$ cat src/rtl/card_fifo_pkg.sv
package card_fifo_pkg;
  localparam int STAT_W      = 22;
  localparam int BIT_DEND    = 8;
  localparam int BIT_BEND    = 10;
  localparam int BIT_TX_ACT  = 12;
  localparam int BIT_RX_ACT  = 13;
  localparam int BIT_TX_HALF = 14;
  localparam int BIT_RX_HALF = 15;
  localparam int BIT_TX_FULL = 16;
  localparam int BIT_RX_FULL = 17;
  localparam int BIT_TX_EMPT = 18;
  localparam int BIT_RX_EMPT = 19;
  localparam int BIT_TX_AVL  = 20;
  localparam int BIT_RX_AVL  = 21;

  typedef enum logic {DIR_TX = 1'b0, DIR_RX = 1'b1} dir_e;
endpackage

$ cat src/rtl/cfe_word_fifo.sv
module cfe_word_fifo #(
  parameter int W     = 32,
  parameter int DEPTH = 16,
  localparam int AW   = $clog2(DEPTH),
  localparam int LW   = AW + 1
) (
  input  logic          clk,
  input  logic          rst_n,
  input  logic          push,
  input  logic [W-1:0]  push_data,
  input  logic          pop,
  output logic [W-1:0]  head,
  output logic [LW-1:0] level,
  output logic          full,
  output logic          empty
);
  logic [W-1:0]  mem [DEPTH];
  logic [AW-1:0] wr_ptr, rd_ptr;
  logic          do_push, do_pop;

  assign full    = (level == LW'(DEPTH));
  assign empty   = (level == '0);
  assign do_push = push && !full;
  assign do_pop  = pop && !empty;
  assign head    = mem[rd_ptr];

  always_ff @(posedge clk) begin
    if (do_push) mem[wr_ptr] <= push_data;
  end

  always_ff @(posedge clk or negedge rst_n) begin
    if (!rst_n) begin
      wr_ptr <= '0;
      rd_ptr <= '0;
      level  <= '0;
    end else begin
      if (do_push) wr_ptr <= wr_ptr + 1'b1;
      if (do_pop)  rd_ptr <= rd_ptr + 1'b1;
      case ({do_push, do_pop})
        2'b10:   level <= level + 1'b1;
        2'b01:   level <= level - 1'b1;
        default: level <= level;
      endcase
    end
  end
endmodule

$ cat src/rtl/cfe_rx_pack.sv
module cfe_rx_pack #(
  parameter int W     = 32,
  localparam int LANES = W / 8,
  localparam int IW    = $clog2(LANES)
) (
  input  logic         clk,
  input  logic         rst_n,
  input  logic         clr,
  input  logic         active,
  input  logic         last,
  input  logic         fifo_full,
  input  logic         in_valid,
  input  logic [7:0]   in_data,
  output logic         in_ready,
  output logic         take,
  output logic         push,
  output logic [W-1:0] push_data
);
  logic [W-1:0]  acc;
  logic [IW-1:0] idx;

  assign in_ready  = active && !fifo_full;
  assign take      = in_ready && in_valid;
  assign push_data = acc | ({{(W-8){1'b0}}, in_data} << {idx, 3'b000});
  assign push      = take && ((idx == IW'(LANES-1)) || last);

  always_ff @(posedge clk or negedge rst_n) begin
    if (!rst_n) begin
      acc <= '0;
      idx <= '0;
    end else if (clr) begin
      acc <= '0;
      idx <= '0;
    end else if (take) begin
      if (push) begin
        acc <= '0;
        idx <= '0;
      end else begin
        acc <= push_data;
        idx <= idx + 1'b1;
      end
    end
  end
endmodule

$ cat src/rtl/cfe_tx_unpack.sv
module cfe_tx_unpack #(
  parameter int W     = 32,
  localparam int LANES = W / 8,
  localparam int CW    = $clog2(LANES) + 1
) (
  input  logic         clk,
  input  logic         rst_n,
  input  logic         flush,
  input  logic         active,
  input  logic         fifo_empty,
  input  logic [W-1:0] head,
  input  logic         out_ready,
  output logic         out_valid,
  output logic [7:0]   out_data,
  output logic         take,
  output logic         pop
);
  logic [W-1:0]  sh;
  logic [CW-1:0] left;
  logic          have;

  assign have      = (left != '0);
  assign out_valid = active && (have || !fifo_empty);
  assign out_data  = have ? sh[7:0] : head[7:0];
  assign take      = out_valid && out_ready;
  assign pop       = take && !have;

  always_ff @(posedge clk or negedge rst_n) begin
    if (!rst_n) begin
      sh   <= '0;
      left <= '0;
    end else if (flush) begin
      left <= '0;
    end else if (take) begin
      if (have) begin
        sh   <= sh >> 8;
        left <= left - 1'b1;
      end else begin
        sh   <= head >> 8;
        left <= CW'(LANES - 1);
      end
    end
  end
endmodule

$ cat src/rtl/card_fifo_engine.sv
module card_fifo_engine
  import card_fifo_pkg::*;
#(
  parameter int DEPTH  = 16,
  parameter int WORD_W = 32,
  parameter int LEN_W  = 16,
  localparam int LW    = $clog2(DEPTH) + 1,
  localparam int HALF  = DEPTH / 2
) (
  input  logic               clk,
  input  logic               rst_n,
  input  logic               len_wr,
  input  logic [LEN_W-1:0]   len_data,
  input  logic               ctrl_wr,
  input  logic               ctrl_en,
  input  logic               ctrl_rx,
  input  logic               hw_valid,
  input  logic [WORD_W-1:0]  hw_data,
  output logic               hw_ready,
  output logic               hr_valid,
  output logic [WORD_W-1:0]  hr_data,
  input  logic               hr_ready,
  input  logic               crd_in_valid,
  input  logic [7:0]         crd_in_data,
  output logic               crd_in_ready,
  output logic               crd_out_valid,
  output logic [7:0]         crd_out_data,
  input  logic               crd_out_ready,
  output logic               xfer_en,
  output logic [STAT_W-1:0]  stat,
  output logic [LEN_W-2:0]   fifo_words
);
  logic [LEN_W-1:0]  len_q, cnt_q;
  logic              en_q, end_q;
  dir_e              dir_q;
  logic              start, cnt_nz, last, byte_take, drained;
  logic              rx_active, tx_active;
  logic              rx_take, rx_push, tx_take, tx_pop;
  logic [WORD_W-1:0] rx_word, head;
  logic              host_push, host_pop;
  logic              f_push, f_pop, f_full, f_empty;
  logic [WORD_W-1:0] f_wdata;
  logic [LW-1:0]     fifo_level;

  assign start     = ctrl_wr && ctrl_en;
  assign cnt_nz    = (cnt_q != '0);
  assign last      = (cnt_q == LEN_W'(1));
  assign rx_active = en_q && (dir_q == DIR_RX) && cnt_nz;
  assign tx_active = en_q && (dir_q == DIR_TX) && cnt_nz;
  assign byte_take = rx_take || tx_take;
  assign drained   = !cnt_nz && f_empty;

  // host side
  assign hw_ready  = !f_full;
  assign host_push = hw_valid && hw_ready && cnt_nz && (dir_q == DIR_TX);
  assign hr_valid  = (dir_q == DIR_RX) && !f_empty;
  assign hr_data   = f_empty ? '0 : head;
  assign host_pop  = hr_valid && hr_ready;

  assign f_push  = (dir_q == DIR_RX) ? rx_push : host_push;
  assign f_wdata = (dir_q == DIR_RX) ? rx_word : hw_data;
  assign f_pop   = (dir_q == DIR_RX) ? host_pop : tx_pop;

  cfe_word_fifo #(.W(WORD_W), .DEPTH(DEPTH)) u_fifo (
    .clk(clk), .rst_n(rst_n), .push(f_push), .push_data(f_wdata),
    .pop(f_pop), .head(head), .level(fifo_level), .full(f_full), .empty(f_empty)
  );

  cfe_rx_pack #(.W(WORD_W)) u_rx (
    .clk(clk), .rst_n(rst_n), .clr(start), .active(rx_active), .last(last),
    .fifo_full(f_full), .in_valid(crd_in_valid), .in_data(crd_in_data),
    .in_ready(crd_in_ready), .take(rx_take), .push(rx_push), .push_data(rx_word)
  );

  cfe_tx_unpack #(.W(WORD_W)) u_tx (
    .clk(clk), .rst_n(rst_n), .flush(start || (tx_take && last)),
    .active(tx_active), .fifo_empty(f_empty), .head(head),
    .out_ready(crd_out_ready), .out_valid(crd_out_valid),
    .out_data(crd_out_data), .take(tx_take), .pop(tx_pop)
  );

  always_ff @(posedge clk or negedge rst_n) begin
    if (!rst_n) begin
      len_q <= '0;
      cnt_q <= '0;
      en_q  <= 1'b0;
      end_q <= 1'b0;
      dir_q <= DIR_TX;
    end else begin
      if (len_wr) len_q <= len_data;
      if (start) begin
        cnt_q <= len_q;
        end_q <= (len_q == '0);
      end else if (byte_take) begin
        cnt_q <= cnt_q - 1'b1;
        if (last) end_q <= 1'b1;
      end
      if (ctrl_wr) begin
        en_q  <= ctrl_en;
        dir_q <= dir_e'(ctrl_rx);
      end else if (en_q && drained) begin
        en_q <= 1'b0;
      end
    end
  end

  assign xfer_en    = en_q;
  assign fifo_words = cnt_q[LEN_W-1:2] + (LEN_W-1)'(|cnt_q[1:0]);

  always_comb begin
    stat           = '0;
    stat[BIT_DEND] = end_q;
    stat[BIT_BEND] = end_q;
    if (en_q && !drained) begin
      if (dir_q == DIR_RX) begin
        stat[BIT_RX_ACT]  = 1'b1;
        stat[BIT_RX_HALF] = (fifo_level >= LW'(HALF));
        stat[BIT_RX_FULL] = f_full;
        stat[BIT_RX_EMPT] = f_empty;
        stat[BIT_RX_AVL]  = !f_empty;
      end else begin
        stat[BIT_TX_ACT]  = 1'b1;
        stat[BIT_TX_HALF] = (fifo_level <= LW'(HALF));
        stat[BIT_TX_FULL] = f_full;
        stat[BIT_TX_EMPT] = f_empty;
        stat[BIT_TX_AVL]  = !f_empty;
      end
    end
  end
endmodule

$ cat config.mk
export PLATFORM = sky130hd
export DESIGN_NAME = card_fifo_engine
export DESIGN_NICKNAME = d
export VERILOG_FILES = /design/src/rtl/card_fifo_pkg.sv /design/src/rtl/cfe_word_fifo.sv /design/src/rtl/cfe_rx_pack.sv /design/src/rtl/cfe_tx_unpack.sv /design/src/rtl/card_fifo_engine.sv
export SDC_FILE = /design/constraint.sdc
export NUM_CORES = 1
export LEC_CHECK = 0
export BUFFER_PORTS_ARGS = -buffer_cell sky130_fd_sc_hd__buf_4
export CORE_MARGIN = 4
export CORE_UTILIZATION = 35
export CTS_BUF_LIST = sky130_fd_sc_hd__clkbuf_16
export DETAILED_ROUTE_END_ITERATION = 10
export MAX_ROUTING_LAYER = met4
export PLACE_DENSITY = 0.61
export SLEW_MARGIN = 20
export SYNTH_ARGS = -nofsm -noshare
export SYNTH_HDL_FRONTEND = slang
export SYNTH_HIERARCHICAL = 1
export SYNTH_SLANG_ARGS = --single-unit
$ cat constraint.sdc
create_clock -name clk -period 6.85 [get_ports clk]
set_input_delay 1.0275 -clock clk [delete_from_list [all_inputs] [get_ports clk]]
set_output_delay 1.0275 -clock clk [all_outputs]
set_load 0.005 [all_outputs]
; Yosys cells after proc, flatten, opt, wreduce, memory -nomap -nowiden
; Memories as Yosys holds them, arrays and structs flattened.
; Cells that the tools add are included.
[totals]
memories = 1
word_cells = 112
regBits = 117
ramBits = 512
[mem_list]
columns = name, words, word_bits, read_ports, rd_clocked_by_memory_dff, wr, line_no
row1 = u_fifo.mem, 16, 32, 1, 0, 1, cfe_word_fifo.sv:17  ; logic [W-1:0] mem [DEPTH];
[op_classes]
reduce_logical = 44
n_eq_ne = 5
n_mux = 36
n_shift = 1
order_cmp = 2
add_sub_neg = 8
bitwise_logic = 3
[op_table]
columns = op, count
row1 = $mux W32, 5
row2 = $mux W16, 2
row3 = $or A32 B32 Y32, 1
row4 = $shl A8 B5 Y32, 1
row5 = $mux W24, 1
row6 = $logic_and A1 B1 Y1, 22
row7 = $mux W1, 19
row8 = $eq A16 B1 Y1 const B, 1
row9 = $logic_not A16 Y1, 1
row10 = $reduce_bool A16 Y1, 1
row11 = $sub A16 B1 Y16 const B, 1
row12 = $add A14 B1 Y15, 1
row13 = $reduce_bool A2 Y1, 6
row14 = $mux W10, 1
row15 = $pmux W5 S2, 1
row16 = $mux W3, 3
row17 = $add A4 B1 Y4 const B, 2
row18 = $mux W8, 1
row19 = $mux W2, 3
row20 = $add A5 B1 Y5 const B, 1
row21 = $eq A5 B5 Y1 const B, 1
row22 = $ge A5 B4 Y1 const B, 1
row23 = $le A5 B4 Y1 const B, 1
row24 = $logic_not A1 Y1, 5
row25 = 11 further kinds, 17

; Depth between registers and ports, before layout
; Gate-level depths: netlist of run 1.
[logic_depth]
word_depth = 10
ltp_mapped = 21

; Modules after synthesis
; The synthesis of run 1 kept the hierarchy.
[modules_own_cells]
columns = module, area_each_um2, cells_each, n_inst, seq_area_each_um2
row1 = cfe_word_fifo, 20392.1, 1012, 1, 15700.1
row2 = card_fifo_engine, 2750.1, 307, 1, 875.8
row3 = cfe_rx_pack, 1801.7, 172, 1, 850.8
row4 = cfe_tx_unpack, 1521.5, 120, 1, 675.6

; Least setup slack after synthesis of run 1
; Ideal clock, no wire load.
[synth_path]
path_kind = register to register
start = register cnt_q[0]
end = memory u_fifo.mem[3][0], enable pin
path_stages_with_launch = 15
slack_ps = 2122
synth_period_minus_slack_ps = 4728
t_arrival_ps = 4267
required_ps = 6389
cell_sequence = dfrtp_1 inv_1 ha_1 nor3b_1 and4_1 buf_2 nor2_1 nand3b_4 nor2_1 nand2_1 o41ai_1 and2_1 buf_2 nand2_1 nor3_1
[synth_via]
elab_chain_len = 9
[synth_rtl]
columns = element, line_no
row1 = from (decl), card_fifo_engine.sv:33  ; logic [LEN_W-1:0] len_q, cnt_q;
row2 = from (signal assigned), card_fifo_engine.sv:92  ; cnt_q <= len_q;
row3 = from (signal assigned), card_fifo_engine.sv:95  ; cnt_q <= cnt_q - 1'b1;
row4 = $reduce_bool A16 Y1, card_fifo_engine.sv:46  ; assign cnt_nz = (cnt_q != '0);
row5 = $logic_and A1 B1 Y1, card_fifo_engine.sv:48  ; assign rx_active = en_q && (dir_q == DIR_RX) && cnt_nz;
row6 = named net rx_active, card_fifo_engine.sv:37  ; logic rx_active, tx_active;
row7 = $logic_and A1 B1 Y1, cfe_rx_pack.sv:22  ; assign in_ready = active && !fifo_full;
row8 = $logic_and A1 B1 Y1, cfe_rx_pack.sv:23  ; assign take = in_ready && in_valid;
row9 = $logic_and A1 B1 Y1, cfe_rx_pack.sv:25  ; assign push = take && ((idx == IW'(LANES-1)) || last);
row10 = named net rx_push, card_fifo_engine.sv:38  ; logic rx_take, rx_push, tx_take, tx_pop;
row11 = $mux W1, card_fifo_engine.sv:60  ; assign f_push = (dir_q == DIR_RX) ? rx_push : host_push;
row12 = named net f_push, card_fifo_engine.sv:41  ; logic f_push, f_pop, f_full, f_empty;
row13 = $logic_and A1 B1 Y1, cfe_word_fifo.sv:23  ; assign do_push = push && !full;
row14 = $mux W1, cfe_word_fifo.sv:28  ; if (do_push) mem[wr_ptr] <= push_data;
row15 = $mux W1 (not written as such), cfe_word_fifo.sv:28
row16 = to (decl), cfe_word_fifo.sv:17
; The timed path passes the listed nets, and every way through them passes these cells.

; Worst setup path after layout of run 1
[layout_path]
start = register u_fifo.rd_ptr[1]
end = output hr_data[0]
[layout_via]
elab_chain_len = 2
[layout_rtl]
columns = element, line_no
row1 = from (decl), cfe_word_fifo.sv:18  ; logic [AW-1:0] wr_ptr, rd_ptr;
row2 = from (signal assigned), cfe_word_fifo.sv:38  ; if (do_pop) rd_ptr <= rd_ptr + 1'b1;
row3 = $mem_v2 Z16 W32, -
row4 = named net head[0], card_fifo_engine.sv:39  ; logic [WORD_W-1:0] rx_word, head;
row5 = $mux W32, card_fifo_engine.sv:57  ; assign hr_data = f_empty ? '0 : head;
row6 = to (decl), card_fifo_engine.sv:21  ; output logic [WORD_W-1:0] hr_data,
; The timed path passes the listed nets, and every way through them passes these cells.

==> results by group, run 1 <==
Status
  – Outcome: finished clean

Worst setup path
  – CP arrival: 3640 ps
  – Slowest stage delay, CP: between 900 and 1000 ps
  – R2R Path End: u_fifo/level[4]
  – Reg-to-reg setup timing slack: roughly 2600 ps
  – Worst path required time: around 5800 ps
  – Startpoint types: flop
  – Worst-path fanout max: between 60 and 70
  – CP Depth: 7
  – Crit path cell chain: buf_6 -> and2_4 -> a221oi_1 -> a22oi_1 -> nand2_1 -> nor2b_1 -> buf_4
  – Worst path buffer plus inverter count: 2
  – CP max stage cell: and2_4
  – Crit path kind: flop to output port
  – CP top delay family: simple AND/OR/NAND/NOR gates
  – Path depth of the worst reg2reg path: 18
  – Crit end category: output port
  – Startpoint of the worst register-to-register path: cnt_q[0]

Detailed routing
  – Routed wire length: 70.6 mm
  – Wirelength per Cell: around 26 um
  – Router iterations before antenna repair: 5
  – Via count: between 15,000 and 20,000
  – DR vias/cell: about 5.5
  – Routed Antenna Nets: 0
  – Drt first-iter violations: 1,408
  – Number of remaining DRC errors: 0

Clock tree
  – Clock Path Buffers: 3
  – Number of setup buffers added after CTS: 0
  – CTS tree: done
  – CTS H-Tree Depth: 3
  – CTS sink cnt: 621
  – Resized Gates After CTS: 0
  – Root Buffer: clkbuf_16
  – CTS Hold Bufs: 0
  – Clk_lat worst skew: approximately 610 ps
  – Cts bufs inserted: 66
  – Reg clk slew, reported paths: roughly 60 ps

Die
  – Die Span Y: approximately 280 um
  – Initial Utilization: a little over a third
  – Die width: 283 um
  – # rows: 100
  – Core ar.: 0.0747 mm^2
  – Ports: approximately 150
  – Total die area: between 0.08 and 0.09 mm^2

Timing
  – Highest clock rate: ~210 MHz
  – Worst slew margin: between 20% and 30%
  – Setup TNS: 0 ps
  – Slew Viols, Final: 0
  – Unrepaired setup endpoints after global routing: no
  – Final worst path period share: around 68%
  – Worst-Margin Slew: roughly 1100 ps
  – Count of final setup violators: 0
  – Crit path time final: approximately 4700 ps
  – Final count of hold timing violations: 0
  – Setup Skew: between 20 and 25 ps

Synthesis
  – Post-Syn Instances: 1,611
  – Synth unique cells: 65
  – Warnings, synthesis: 6
  – Asr flop ratio synth: between 10% and 20%
  – Syn avg cell area: 16.4 um^2
  – Synthesized flop and latch total: 621
  – Mapped Area: 0.0265 mm^2
  – Post-synthesis sequential area ratio: roughly two thirds
  – Synth Flop Type: edfxtp_1
  – Post-synth EDFFs: 512

Layout
  – Commonest non-fill, non-tap cell in the layout: edfxtp_1
  – Layout cell share with drive strength beyond 1: 24.7%
  – NumNets Final: ~1,800
  – Finished layout cell area: between 0.03 and 0.04 mm^2
  – Area Overhead vs Synth: 14.8%
  – FILL cells: ~6,600
  – Post-Route Utilization: a little over 40%
  – Finished Layout Cells: roughly 2,800
  – Most frequent cells in the layout: 512 x edfxtp_1, 167 x buf_4, 130 x mux2i_1

Placement
  – Area after DPL: 0.0284 mm^2
  – Placer Congestion: ~0.86
  – Dpl hpwl: ~42 mm
  – IO Port Bufs: 137
  – Post-Place Cells: roughly 2,600

Global routing
  – GR Util All Layers: ~18%
  – Largest net degree at the start of global routing: 71
  – Number of global-route vias before repair: 15,001
  – First-pass GRT wire length: between 100 and 150 mm
  – GRT overflow: 0
  – Antenna violations before repair: 4

Hold path
  – Hold depth: 2
  – Hold crit path type: flop to flop
  – Hold Crit Start: u_rx/acc[5]
  – Hold-critical path endpoint: u_rx/acc[5]

Power
  – Power Dens Cells: around 400 mW/mm^2
  – Leak: about 11 nW
  – Peak supply drop: between 0.0003 and 0.0004 V

Job
  – Max-cap violation count: 0
==> stage by stage <==
step / setup WS, ps / total power [mW] / hold WS, ps
2_1_floorplan: 2120 / 7.40 / 467
3_5_place_dp: 2520 / 8.93 / 489
3_3_place_gp: 2540 / 8.86 / 482
4_1_cts: 1860 / 12.3 / 503
5_1_grt: 1970 / 12.7 / 515
6_report: 2180 / 12.1 / 505
==> worst min-delay path, stage by stage, from the launching register on <==
cell and delay, ps:
dfrtp_1 350, a41oi_1 50, nor2_1 70
==> state kept, by name, indices dropped and copies added, names as in the netlist <==
| register | flops |
|---|---|
| cnt_q | 16 |
| dir_q | 1 |
| end_q | 1 |
| len_q | 16 |
| u_fifo/level | 5 |
| u_fifo/mem | 512 |
| u_fifo/rd_ptr | 4 |
| u_fifo/wr_ptr | 4 |
| u_rx/acc | 32 |
| u_rx/idx | 2 |
| u_tx/left | 3 |
| u_tx/sh | 24 |
| xfer_en | 1 |
==> power by group <==
part           internal, mW  total, mW  leakage (nW)  switching, mW
Clock                  1.87       3.32          1.09           1.45
Combinational          1.77       4.07          4.11           2.30
Sequential             4.49       4.75          6.03          0.264
==> Yosys cell counts (all sizes together), types with 2 or more instances <==
master	instances	area share, %
edfxtp	512	58
o41ai	2	0.066
or3	5	0.12
o21ai	47	0.89
a41oi	33	1.1
mux2	84	3.9
a211o	2	0.066
nor4	9	0.35
and2	5	0.12
mux4	64	5.5
nand4	6	0.14
and4	3	0.099
nor2	79	1.1
nand3	14	0.26
a221oi	64	2.1
or2	2	0.047
or4	4	0.11
nor2b	40	0.95
nand2	85	1.2
inv	21	0.30
a21oi	12	0.24
buf	79	2.4
nor3	8	0.19
dfrtp	109	10
a21o	33	0.94
o31ai	4	0.11
nand2b	6	0.14
xnor2	16	0.53
a22o	8	0.26
ha	16	0.76
a31oi	11	0.26
a22oi	32	0.91
xor2	9	0.30
clkbuf	42	0.60
nor3b	3	0.085
mux2i	130	4.9
nand3b	2	0.10
==> worst max path at each step <==
stage / from / to / slack [ps]
after global routing: u_fifo/rd_ptr[1] / hr_data[0] / 1970
after detailed placement: u_fifo/rd_ptr[1] / hr_data[0] / 2520
after global placement: u_fifo/rd_ptr[1] / hr_data[0] / 2540
after CTS: u_fifo/rd_ptr[1] / hr_data[0] / 1860
after floorplan: cnt_q[0] / u_fifo/mem[3][0] / 2120
final: u_fifo/rd_ptr[1] / hr_data[0] / 2180
==> cells by family after synthesis <==
| kind of cell | after synthesis | share of synthesized area (%) |
|---|---|---|
| flops | 621 | 68.4 |
| mux | 278 | 14.3 |
| simple gates | 274 | 5.17 |
| compound gates | 253 | 7.22 |
| buf+inv | 142 | 3.26 |
| xor+xnor | 25 | 0.827 |
| fa+ha+maj | 17 | 0.832 |
| other cells | 1 | 0.0142 |
==> per-layer routing <==
layer | up-vias | global-route usage (%) | wire (um)
met5 | - | - | 0
met4 | 0 | 5.73 | 1920
met2 | 601 | 28.5 | 34700
met1 | 7977 | 23.5 | 29500
met3 | 117 | 2.59 | 4470
li1 | 6580 | - | -
==> area by class of cell <==
type / count / area [um^2] / area share (%)
inverter: 21 / 78.8 / 0.259
clock inverter: 51 / 285 / 0.939
antenna: 1 / 2.50 / 0.00824
clock buffer: 69 / 1730 / 5.68
multi-input combinational: 857 / 7660 / 25.2
timing repair buffer: 170 / 1310 / 4.30
tap: 969 / 1210 / 3.99
sequential: 621 / 18100 / 59.6
Power figures use the tool's default switching activity.
==> run 2, diff against run 1 <==
- clock period: 6.85 -> 4.8 ns (I/O delays scaled with it)
==> results by group, run 2 (same netlist as run 1, synthesis figures left out) <==
Layout
  – Area Overhead vs Synth: 15.5%
  – Most frequent cells in the layout: 512 x edfxtp_1, 170 x buf_4, 130 x mux2i_1
  – Finished layout cell area: around 0.031 mm^2
  – FILL cells: approximately 6,600
  – NumNets Final: roughly 1,800
  – Biggest regs: u_fifo/mem x512, u_rx/acc x32, u_tx/sh x24
  – Top reg by flops: u_fifo/mem
  – Max reg flops: about 500
  – Commonest non-fill, non-tap cell in the layout: edfxtp_1
  – Layout cell share with drive strength beyond 1: between 20% and 30%

Die
  – Ports: around 150
  – # rows: 100
  – Initial Utilization: 35.4%
  – Total die area: roughly 0.08 mm^2
  – Die Span Y: approximately 280 um
  – Die width: about 280 um
  – Core ar.: 0.0747 mm^2

Timing
  – Setup TNS: 0 ps
  – Worst-Margin Slew: 1150 ps
  – Unrepaired setup endpoints after global routing: no
  – Final worst path period share: approximately 90%
  – Final count of hold timing violations: 0
  – Count of final setup violators: 0
  – Crit path time final: between 4000 and 5000 ps
  – Setup Skew: 13.1 ps
  – Slew Viols, Final: 0
  – Worst slew margin: about 23%
  – Setup ws final: slightly below 600 ps
  – Highest clock rate: 238 MHz

Power
  – Peak supply drop: 0.000319 V
  – Leak: 11.3 nW
  – PnR Total Power: 17.5 mW
  – Power Dens Cells: about 570 mW/mm^2

Placement
  – Placer Congestion: approximately 0.89
  – IO Port Bufs: approximately 140
  – Dpl hpwl: ~44 mm
  – Setup Slack @ Placement: around 800 ps
  – Area after DPL: approximately 0.029 mm^2

Clock tree
  – Clk_lat worst skew: a little under 600 ps
  – Clock Path Buffers: 3
  – CTS Hold Bufs: 0
  – Cts bufs inserted: 66
  – CTS H-Tree Depth: 3
  – CTS tree: done
  – Number of setup buffers added after CTS: 0
  – CTS sink cnt: a little over 600
  – Resized Gates After CTS: 0
  – Root Buffer: clkbuf_16
  – Reg clk slew, reported paths: about 60 ps

Detailed routing
  – DR vias/cell: between 5 and 6
  – Routed wire length: between 60 and 70 mm
  – Via count: between 15,000 and 20,000
  – Routed Antenna Nets: 0
  – Number of remaining DRC errors: 0
  – Wirelength per Cell: around 25 um
  – Drt first-iter violations: around 1,500
  – Router iterations before antenna repair: 6

Worst setup path
  – Crit end category: output port
  – CP arrival: between 3000 and 4000 ps
  – Worst path required time: 4080 ps
  – Startpoint types: flop
  – Crit path kind: flop to output port
  – Worst-path fanout max: 37

Global routing
  – GR Util All Layers: roughly 18%
  – Number of global-route vias before repair: 15,188
  – GRT overflow: 0
  – Largest net degree at the start of global routing: 54
  – First-pass GRT wire length: approximately 100 mm
  – Antenna violations before repair: 1

Job
  – Max-cap violation count: 0

Status
  – Outcome: finished clean

Hold path
  – Hold crit path type: input port to asynchronous set/reset pin
-- run 2: cell types whose count changed in the layout (fill, tap and decap cells not counted), moves of 2 or more --
cell / previous run / this run
diode_2: 1 / 3
bufinv_16: 1 / 3
clkinv_2: 10 / 3
inv_1: 46 / 51
clkinv_1: 9 / 7
buf_12: 2 / 10
buf_4: 167 / 170
-- run 2: cell type report --
type                            count  area, um^2  area share [%]
Multi-Input combinational cell    857        7660            25.1
Clock inverter                     50         330            1.08
Tap cell                          969        1210            3.96
Inverter                           21        78.8           0.258
Timing Repair Buffer              180        1480            4.83
Clock buffer                       68        1700            5.56
Antenna cell                        3        7.51          0.0246
Sequential cell                   621       18100            59.2
-- run 2: worst paths after layout --
| check | start | endpoint | slack (ps) | depth (start not counted) |
|---|---|---|---|---|
| worst min register to register | u_rx/acc[12] | u_rx/acc[12] | 500 | 2 |
| worst max register to register | cnt_q[0] | u_fifo/level[4] | 770 | 18 |
| worst max-delay path | u_fifo/rd_ptr[1] | crd_out_data[0] | 590 | 9 |
| max in group asynchronous | rst_n | u_fifo/rd_ptr[0] | 3750 | 2 |
| worst min-delay path | rst_n | len_q[11] | 40 | 1 |
| min in group clk | len_data[11] | len_q[11] | 370 | 2 |
-- run 2: worst max-delay path, stage by stage, from the launching register on --
cell and delay [ps]:
dfrtp_2 390, buf_4 530, and2_2 660, buf_4 370
a221oi_1 150, a22oi_1 220, nand2_1 150, nand2_1 110
nand2_1 130, buf_4 170
-- run 2: metrics by stage --
step                      hold WS [ps]  util, %  std cells
after floorplan                    424        -       1620
after global placement             482     38.2       2648
after detailed placement           489     38.2       2648
after CTS                         22.9     40.9       2766
after global routing              52.3     40.9       2767
final                             39.7     40.9       2769
-- run 2: where the power goes --
part           internal (mW)  switching (mW)
clock network           2.74            2.04
registers               6.41           0.399
logic                   2.58            3.30
-- run 2: per-layer routing --
metal	global-route usage [%]	up-vias	part of all wire, %
li1	-	6595	-
met3	2.38	98	5.7
met4	5.42	0	2.7
met5	-	-	0
met2	28.8	537	50
met1	22.8	7889	42
==> run 3, diff against run 2 <==
- ABC_AREA: default -> 1
- PLACE_DENSITY: 0.61 -> 0.6
==> results by group, run 3 <==
Worst setup path
  – CP max stage cell: nor2_4
  – Worst-path fanout max: 18
  – Crit end category: flop
  – R2R Path End: u_fifo/mem[7][11]
  – Startpoint types: flop
  – Path depth of the worst reg2reg path: 15
  – Worst path required time: 5090 ps
  – Crit path kind: flop to flop
  – Startpoint of the worst register-to-register path: cnt_q[0]
  – Crit path cell chain: inv_1 -> ha_1 -> nand2_1 -> nor2_4 -> and2_4 -> nor2_1 -> nand3_2 -> nor2_4 -> nand2_1 -> o21ai_0 -> nand2_1 -> inv_1 -> nand2_1 -> nor2_4 -> buf_4
  – CP arrival: between 4000 and 5000 ps
  – Reg-to-reg setup timing slack: approximately 600 ps
  – CP dominant cell by count: nand2_1
  – Slowest stage delay, CP: approximately 680 ps

Placement
  – Post-Place Cells: ~4,200
  – Dpl hpwl: just under 50 mm
  – Placer Congestion: 0.859
  – IO Port Bufs: 137

Status
  – Outcome: finished clean

Synthesis
  – Synth Flop Type: edfxtp_1
  – Asr flop ratio synth: between 10% and 20%
  – Synth top area cells: edfxtp_1 53%, nand2_1 17%, dfrtp_1 9.4%
  – Warnings, synthesis: 6
  – Syn avg cell area: 9.25 um^2
  – Post-synth EDFFs: around 510
  – Post-Syn Instances: roughly 3,100
  – Yosys top cell area share: between 50% and 60%
  – Post-synth top cells: 1,279 x nand2_1, 512 x edfxtp_1, 330 x inv_1, 294 x nor2_1, 243 x nand3_1
  – Top-count cell post-synth: nand2_1
  – Synth area leader: edfxtp_1
  – Mapped Area: just under 0.03 mm^2
  – Synth unique cells: 49
  – Post-synthesis sequential area ratio: approximately 63%
  – Synthesized flop and latch total: approximately 620

Power
  – Power Dens Cells: around 560 mW/mm^2
  – Peak supply drop: approximately 0.00045 V
  – Leak: between 10 and 15 nW

Global routing
  – Number of global-route vias before repair: approximately 20,000
  – Antenna violations before repair: 1
  – GR Util All Layers: 18.2%
  – First-pass GRT wire length: 118 mm
  – Largest net degree at the start of global routing: between 150 and 200
  – GRT overflow: 0

Detailed routing
  – Routed Antenna Nets: 0
  – Router iterations before antenna repair: 5
  – Number of remaining DRC errors: 0
  – Via count: approximately 21,000
  – Wirelength per Cell: 17.7 um
  – DR vias/cell: roughly 4.7
  – Routed wire length: about 77 mm
  – Drt first-iter violations: about 1,600

Layout
  – Biggest regs: u_fifo/mem x512, u_rx/acc x32, u_tx/sh x24
  – Finished Layout Cells: about 4,400
  – Layout cell share with drive strength beyond 1: a little over a tenth
  – Commonest non-fill, non-tap cell in the layout: nand2_1
  – NumNets Final: 3,321
  – Top reg by flops: u_fifo/mem
  – Max reg flops: ~510
  – Most frequent cells in the layout: 1,279 x nand2_1, 512 x edfxtp_1, 353 x inv_1
  – Area Overhead vs Synth: 14.9%

Die
  – Die width: between 200 and 300 um
  – Total die area: slightly below 0.09 mm^2
  – Core ar.: 0.0820 mm^2
  – Initial Utilization: between 30% and 40%
  – Ports: between 100 and 150
  – # rows: 105
  – Die Span Y: roughly 300 um

Clock tree
  – CTS tree: done
  – Clk_lat worst skew: 600 ps
  – Clock Path Buffers: 3
  – Number of setup buffers added after CTS: 0
  – CTS sink cnt: between 600 and 700
  – Cts bufs inserted: 70
  – Resized Gates After CTS: 0
  – Reg clk slew, reported paths: ~60 ps
  – CTS H-Tree Depth: 3
  – Root Buffer: clkbuf_16
  – CTS Hold Bufs: 0

Job
  – Max-cap violation count: 0

Timing
  – Crit path time final: roughly 4200 ps
  – Final worst path period share: 87.4%
  – Highest clock rate: 238 MHz
  – Count of final setup violators: 0
  – Unrepaired setup endpoints after global routing: no
  – Worst slew margin: 31.9%
  – Slew Viols, Final: 0
  – Setup TNS: 0 ps
  – Setup Skew: slightly above 20 ps
  – Final count of hold timing violations: 0
  – Worst-Margin Slew: approximately 1000 ps

Hold path
  – Hold crit path type: input port to asynchronous set/reset pin
==> run 3: final cells by class <==
class | count | area (um^2)
diodes | 1 | 2.50
clock buffers | 73 | 1830
clock inverters | 57 | 287
fillers | 8138 | 48700
inverters | 347 | 1320
multi-input cells | 2017 | 8830
flip-flops and latches | 621 | 18100
well taps | 1070 | 1340
repair buffers | 181 | 1560
==> run 3: how the worst max path moves through the flow <==
stage,endpoint,startpoint,depth (start not counted),slack [ps]
2_1_floorplan,u_fifo/mem[0][0],cnt_q[0],15,960
3_3_place_gp,u_fifo/mem[6][14],cnt_q[0],15,620
3_5_place_dp,u_fifo/mem[7][14],cnt_q[0],15,590
4_1_cts,u_fifo/mem[7][11],cnt_q[0],15,580
5_1_grt,u_fifo/mem[7][11],cnt_q[0],15,360
6_report,u_fifo/mem[7][11],cnt_q[0],15,610
==> run 3: through the flow <==
step | total power [mW] | util, % | worst slack [ps] | hold WS (ps) | instance area [um^2]
5_1_grt | 19.9 | 40.6 | 356 | 43.0 | 33300
3_5_place_dp | 14.0 | 38.0 | 592 | 457 | 31200
6_report | 18.7 | 40.6 | 606 | 40.7 | 33300
3_3_place_gp | 13.9 | 38.0 | 618 | 455 | 31200
4_1_cts | 18.9 | 40.6 | 580 | 15.7 | 33300
2_1_floorplan | 11.1 | - | 965 | 424 | 29000
==> run 3: power by group <==
part / internal [mW] / total [mW] / switching [mW] / leakage [nW]
registers: 6.42 / 6.75 / 0.328 / 6.06
logic: 2.22 / 7.03 / 4.81 / 7.61
clock network: 2.81 / 4.93 / 2.12 / 1.13
total: 11.4 / 18.7 / 7.27 / 14.8
==> run 3: metal layers <==
metal | share of wire [%] | track usage, % | vias up
li1 | - | - | 10157
met1 | 43 | 23.6 | 9744
met2 | 47 | 29.0 | 563
met3 | 5.2 | 2.83 | 124
met4 | 4.3 | 7.00 | 0
met5 | 0 | - | -
==> run 3: cell families after synthesis <==
family                   after synthesis  share of synthesized area [%]
multiplexers                           2                         0.0778
adder cells (fa/ha/maj)               17                          0.761
buffers and inverters                501                           7.50
AO/OA/AOI/OAI                         83                           1.99
flip-flops                           621                           62.5
other                                  1                         0.0130
AND/OR/NAND/NOR                     1885                           26.5
XOR/XNOR                              20                          0.605
==> run 3: critical path: cells and delay by family (launching register included) <==
family	cells	cell delay (ps)
buf+inv	3	640
flops	1	350
simple gates	10	2540
fa+ha+maj	1	230
compound gates	1	120
